`src/rtl/rxbuf_pkg.sv`:
```
package rxbuf_pkg;
  // Strobes handed from control to datapath, one per cycle
  typedef struct packed {
    logic pushEn;    // write pushData and advance write pointer
    logic popEn;     // load readData from the head and advance read pointer
    logic clearAll;  // zero both pointers and the occupancy
  } bufStrobe_t;
endpackage

```
`src/rtl/rxbuf_datapath.sv`:
```
module rxbuf_datapath
  import rxbuf_pkg::*;
#(
  parameter int DATA_W = 8,
  parameter int ADDR_W = 8
) (
  input  logic              clk,
  input  logic              rst_n,
  input  bufStrobe_t        strobe,
  input  logic [DATA_W-1:0] pushData,
  output logic [DATA_W-1:0] readData,
  output logic [ADDR_W:0]   level,
  output logic              bufEmpty,
  output logic              bufFull
);
  localparam int DEPTH = 1 << ADDR_W;
  localparam logic [ADDR_W:0] FULL_LVL = (ADDR_W+1)'(DEPTH);

  logic [DATA_W-1:0] store [DEPTH];
  logic [ADDR_W-1:0] wrPtr, rdPtr;
  logic [ADDR_W:0]   levelNext;

  assign bufEmpty = (level == '0);
  assign bufFull  = (level == FULL_LVL);

  // Storage carries no reset; only written entries are ever read
  always_ff @(posedge clk) begin
    if (strobe.pushEn) store[wrPtr] <= pushData;
  end

  always_ff @(posedge clk or negedge rst_n) begin
    if (!rst_n) begin
      wrPtr <= '0;
      rdPtr <= '0;
    end else if (strobe.clearAll) begin
      wrPtr <= '0;
      rdPtr <= '0;
    end else begin
      if (strobe.pushEn) wrPtr <= wrPtr + 1'b1;
      if (strobe.popEn)  rdPtr <= rdPtr + 1'b1;
    end
  end

  always_comb begin
    levelNext = level;
    if (strobe.clearAll) levelNext = '0;
    else begin
      if (strobe.pushEn) levelNext = levelNext + 1'b1;
      if (strobe.popEn)  levelNext = levelNext - 1'b1;
    end
  end

  always_ff @(posedge clk or negedge rst_n) begin
    if (!rst_n) level <= '0;
    else        level <= levelNext;
  end

  // Delivered byte is held until the next successful pop
  always_ff @(posedge clk or negedge rst_n) begin
    if (!rst_n)            readData <= '0;
    else if (strobe.popEn) readData <= store[rdPtr];
  end
endmodule

```
`src/rtl/rxbuf_control.sv`:
```
module rxbuf_control
  import rxbuf_pkg::*;
#(
  parameter int ADDR_W    = 8,
  parameter int DELAY_CYC = 16
) (
  input  logic            clk,
  input  logic            rst_n,
  input  logic            pushValid,
  input  logic            readStrobe,
  input  logic            clearBuf,
  input  logic            bufEmpty,
  input  logic            bufFull,
  input  logic [ADDR_W:0] level,
  output bufStrobe_t      strobe,
  output logic            dataReady,
  output logic            rxIrq,
  output logic            overflow
);
  localparam int TMR_W = $clog2(DELAY_CYC + 1);
  localparam logic [TMR_W-1:0] RELOAD = TMR_W'(DELAY_CYC);
  localparam logic [TMR_W-1:0] LAST   = TMR_W'(1);

  generate
    if (DELAY_CYC < 1) begin : g_badDelay
      $error("DELAY_CYC must be at least 1");
    end
  endgenerate

  logic [TMR_W-1:0] delayCnt, delayNext;
  logic [ADDR_W:0]  remainAfter;
  logic             hostRead, timerExpire, readyNext, ovfNext;

  always_comb begin
    strobe.clearAll = clearBuf;
    strobe.pushEn   = pushValid  && !bufFull  && !clearBuf;
    strobe.popEn    = readStrobe && !bufEmpty && !clearBuf;
  end

  assign hostRead    = readStrobe && !clearBuf;
  assign timerExpire = (delayCnt == LAST);

  // Occupancy once this cycle's pop and push have taken effect
  always_comb begin
    remainAfter = level;
    if (strobe.pushEn) remainAfter = remainAfter + 1'b1;
    if (strobe.popEn)  remainAfter = remainAfter - 1'b1;
  end

  // Redelivery countdown: loaded by a read that leaves data behind
  always_comb begin
    delayNext = delayCnt;
    if (clearBuf)                         delayNext = '0;
    else if (hostRead && remainAfter != '0) delayNext = RELOAD;
    else if (hostRead)                    delayNext = '0;
    else if (delayCnt != '0)              delayNext = delayCnt - 1'b1;
  end

  // Ready priority: clear, then read, then push-on-idle, then expiry
  always_comb begin
    readyNext = dataReady;
    if (clearBuf)                         readyNext = 1'b0;
    else if (readStrobe)                  readyNext = 1'b0;
    else if (strobe.pushEn && !dataReady) readyNext = 1'b1;
    else if (timerExpire && !bufEmpty)    readyNext = 1'b1;
  end

  always_comb begin
    ovfNext = overflow;
    if (clearBuf)                  ovfNext = 1'b0;
    else if (pushValid && bufFull) ovfNext = 1'b1;
  end

  always_ff @(posedge clk or negedge rst_n) begin
    if (!rst_n) begin
      delayCnt  <= '0;
      dataReady <= 1'b0;
      rxIrq     <= 1'b0;
      overflow  <= 1'b0;
    end else begin
      delayCnt  <= delayNext;
      dataReady <= readyNext;
      rxIrq     <= readyNext;
      overflow  <= ovfNext;
    end
  end
endmodule

```
`src/rtl/rx_redeliver_buf.sv`:
```
module rx_redeliver_buf
  import rxbuf_pkg::*;
#(
  parameter int DATA_W    = 8,
  parameter int ADDR_W    = 8,
  parameter int DELAY_CYC = 16
) (
  input  logic              clk,
  input  logic              rst_n,
  input  logic              pushValid,
  input  logic [DATA_W-1:0] pushData,
  input  logic              readStrobe,
  output logic [DATA_W-1:0] readData,
  output logic              dataReady,
  output logic              rxIrq,
  input  logic              clearBuf,
  output logic              overflow
);
  bufStrobe_t      strobe;
  logic [ADDR_W:0] level;
  logic            bufEmpty, bufFull;

  rxbuf_control #(.ADDR_W(ADDR_W), .DELAY_CYC(DELAY_CYC)) ctl (
    .clk(clk), .rst_n(rst_n), .pushValid(pushValid), .readStrobe(readStrobe),
    .clearBuf(clearBuf), .bufEmpty(bufEmpty), .bufFull(bufFull), .level(level),
    .strobe(strobe), .dataReady(dataReady), .rxIrq(rxIrq), .overflow(overflow)
  );

  rxbuf_datapath #(.DATA_W(DATA_W), .ADDR_W(ADDR_W)) dp (
    .clk(clk), .rst_n(rst_n), .strobe(strobe), .pushData(pushData),
    .readData(readData), .level(level), .bufEmpty(bufEmpty), .bufFull(bufFull)
  );
endmodule

```
`config.mk`:
```
export PLATFORM = sky130hd
export DESIGN_NAME = rx_redeliver_buf
export DESIGN_NICKNAME = d
export VERILOG_FILES = /design/src/rtl/rxbuf_pkg.sv /design/src/rtl/rxbuf_datapath.sv /design/src/rtl/rxbuf_control.sv /design/src/rtl/rx_redeliver_buf.sv
export SDC_FILE = /design/constraint.sdc
export NUM_CORES = 2
export LEC_CHECK = 0
export BUFFER_PORTS_ARGS = -buffer_cell sky130_fd_sc_hd__buf_2
export CAP_MARGIN = 20
export CORE_MARGIN = 4
export CORE_UTILIZATION = 40
export DETAILED_ROUTE_END_ITERATION = 10
export GPL_ROUTABILITY_DRIVEN = 0
export GPL_TIMING_DRIVEN = 0
export SKIP_LAST_GASP = 1
export SYNTH_ARGS = -nofsm -noshare
export SYNTH_HDL_FRONTEND = slang
export SYNTH_SLANG_ARGS = --single-unit
```
`constraint.sdc`:
```
create_clock -name clk -period 3.4 [get_ports clk]
set_input_delay 0.68 -clock clk [delete_from_list [all_inputs] [get_ports clk]]
set_output_delay 0.68 -clock clk [all_outputs]
set_load 0.01 [all_outputs]
```
==> reports/results.txt <==
CP Launch Type = flop
headroom to the max-slew limit = 0.175
switching part of the total = 0.259
maximum vdd drop = 0.419 mV
synth-to-layout area growth = 16.3%
Pleak = 28.3 nW
sw power = 16.0 mW
reg2reg setup slack = -0.09 ns
part of the cycle the worst path needs = 1.03
initial core utilization = 0.402
Comb power frac = 0.169
Die W = 458 µm
clock-pin slew on the worst setup and hold paths = 0.06 ns
CTS Buffer Depth = 3
# nets final = 4211
Power Density = 654 nW/µm²
final cell count without fillers = 7024
crit path max fanout = 10
area of the multi-input gates = 19100 µm²
row cnt = 165
top_reg_cell synth = edfxtp_1
largest net degree at the start of global routing = 145
worst endpoint data arrival time = 4.28 ns
Num CTS Buffers = 209
Warnings, synthesis = 0
Synth Register Bits = 2088
worst reg2reg path depth = 9
TritonCTS clock tree = yes
total gr overflow = 0
failing checks = negative setup slack
MaxCap Viol Count = 0
Tightest Hold Check Type = input pin to flop
Hold Path Depth = 3
total number of vias = 41581
Post-DP Area = 85300 µm²
syn_area_per_cell = 20.7 µm²
GRT Util Overall = 0.215
EDFF count, synth = 2048
CTS H-tree lvls = 4
post-synth top area share = 0.758
Tightest Pin Transition = 1.24 ns
initial antenna violation count = 7
wire length per cell = 32.4 µm
Sequential Area = 62500 µm²
RSZ-0062 raised after global routing = yes
Pint = 45.8 mW
Die H = 458 µm
DR DRC count = 0
worst setup path endpoint = dp.readData[3]$_DFFE_PN0P_
Synth area leader = edfxtp_1
Final ANT Viol Nets = 0
Post-DP HPWL = 151000 µm
sequential fraction of the synthesis area = 0.770
Filler Cells Inserted = 16709
final setup margin = -0.0866 ns
Clock Power Share = 0.368
Worst Setup SP = dp.rdPtr[3]$_DFFE_PN0P_
Placed Cells = 6641
FFs w/ async S/R, synth = 0.0192
layout cell share with drive strength beyond 1 = 0.295
Core Box Area = 202000 µm²
final worst path period need = 3.49 ns
first-pass GRT wire length = 319000 µm
drt pass-1 iters = 7
drt via density = 5.92
Netlist cell types = 57
Syn Nets = 3946
Clock Latency Late Sink = 0.86 ns
synthesized area = 81100 µm²
Crit. End Element = flop
Final Hold Fails = 0
run status = finished, violations left
die area = 210000 µm²
largest cells by area after synthesis = edfxtp_1 76%, mux4_2 13%, mux2i_1 1.8%
reg-to-reg critical path startpoint = dp.rdPtr[3]$_DFFE_PN0P_
Fin Hold WS = 0.188 ns
count of input and output buffers = 21
most frequent cell after synthesis = edfxtp_1
Sink Count = 2088
vias in the first global route = 41332
drt initial violations = 5199
Reg2Reg Capture Point = dp.readData[3]$_DFFE_PN0P_
design area = 94400 µm²
setup violators final = 14
setup TNS = -0.490 ns
top cells by count, synth = 2048 x edfxtp_1, 471 x mux4_2, 310 x nor2_1, 143 x mux2i_1, 132 x o22ai_1
Slew Limit Fails = 0
Worst Path Required = 4.20 ns
Flop pwr share = 0.463
fmax = 287 MHz
WL final = 228000 µm
Root Driver = clkbuf_16
WS Path Type = flop to flop
I/O Pins = 24
Final Skew = 0.0369 ns
post-synthesis cell count = 3922
layout by cell type (no fill, tap or decap), drive strengths merged, types with 15 or more instances in the layout:
master  instances
a21oi          57
buf           165
bufinv         18
clkbuf        385
clkinv         79
dfrtp          40
edfxtp       2048
inv            15
mux2i         143
mux4          471
nand2         131
nand3          21
nor2          310
nor3           32
o221ai         80
o22ai         132
worst max-delay path: stages (launching register included):
cell and delay [ns]:
dfrtp_1 0.53, clkbuf_2 0.37, nand3b_1 0.35, clkbuf_4 0.40, buf_2 0.38, o22ai_1 0.19, nor3_4 0.43, a31oi_2 0.18
o22ai_2 0.38, a221o_1 0.17
power groups by stage:
stage          clock network, mW  logic [mW]  registers, mW
6_report                    22.7        10.5           28.6
5_1_grt                     24.1        10.9           28.5
4_1_cts                     23.0        10.3           28.6
3_5_place_dp                   0        9.87           29.1
3_3_place_gp                   0        9.71           29.2
2_1_floorplan                  0        6.06           29.0
flip-flops by register name, summed over array words and instances (netlist names):
signal,cells
dp.store,2048
dp.readData,8
dp.wrPtr,8
ctl.delayCnt,5
dp.rdPtr,8
ctl.dataReady,1
dp.level,9
ctl.overflow,1
cell type report:
cell class                 instances  area share
clock inverter                   111      0.0123
buffer                           232      0.0186
sequential                      2088       0.662
tap                             2672      0.0354
clock buffer                     262      0.0588
timing repair buffer              58     0.00971
inverter                           9    0.000358
multi-input combinational       1589       0.202
antenna                            3   0.0000796
logic make-up (layout without fill, tap and decap cells):
group,after synthesis,after routing,synth area share
flip-flops,2088,2088,0.770
multiplexers,615,615,0.148
AND/OR/NAND/NOR,575,575,0.0305
AO/OA/AOI/OAI,364,364,0.0315
buffers and inverters,245,672,0.0150
XOR/XNOR,24,24,0.00259
adder cells (fa/ha/maj),11,11,0.00170
other,0,3,0
worst min path at each step:
| stage | from | end | slack [ns] |
|---|---|---|---|
| after CTS | rst_n | dp.level[5]$_DFF_PN0_ | 0.03 |
| after floorplan | rst_n | ctl.dataReady$_DFFE_PN0P_ | 0.38 |
| after detailed placement | ctl.overflow$_DFFE_PN0P_ | ctl.overflow$_DFFE_PN0P_ | 0.53 |
| after global routing | pushValid | ctl.overflow$_DFFE_PN0P_ | 0.19 |
| after global placement | ctl.overflow$_DFFE_PN0P_ | ctl.overflow$_DFFE_PN0P_ | 0.50 |
| final | pushValid | ctl.overflow$_DFFE_PN0P_ | 0.19 |
what timing repair did:
item / 4_1_cts / 5_1_grt
hold endpoints to repair: 0 / 11
resized for setup: 534 / 132
cloned: 0 / 0
hold buffers: 0 / 1
setup buffers: 0 / 4
endpoints found under the setup margin: 2015 / 1571
pin swaps: 2 / 6
through the flow:
stage               power (mW)   util  worst slack, ns
floorplan                 35.1      -            0.403
global placement          38.9  0.419            -1.83
detailed placement        39.0  0.422            -1.46
CTS                       61.8  0.464           -0.202
global route              63.6  0.467           -0.200
finish                    61.7  0.467          -0.0866
per-layer routing:
layer	global-route usage	part of all wire	up-vias
met2	0.336	0.47	1999
met4	0.0791	0.039	0
met5	0	0	-
li1	-	-	16929
met1	0.297	0.40	22288
met3	0.0511	0.093	365
No activity file was read; power rests on OpenSTA's default activity.
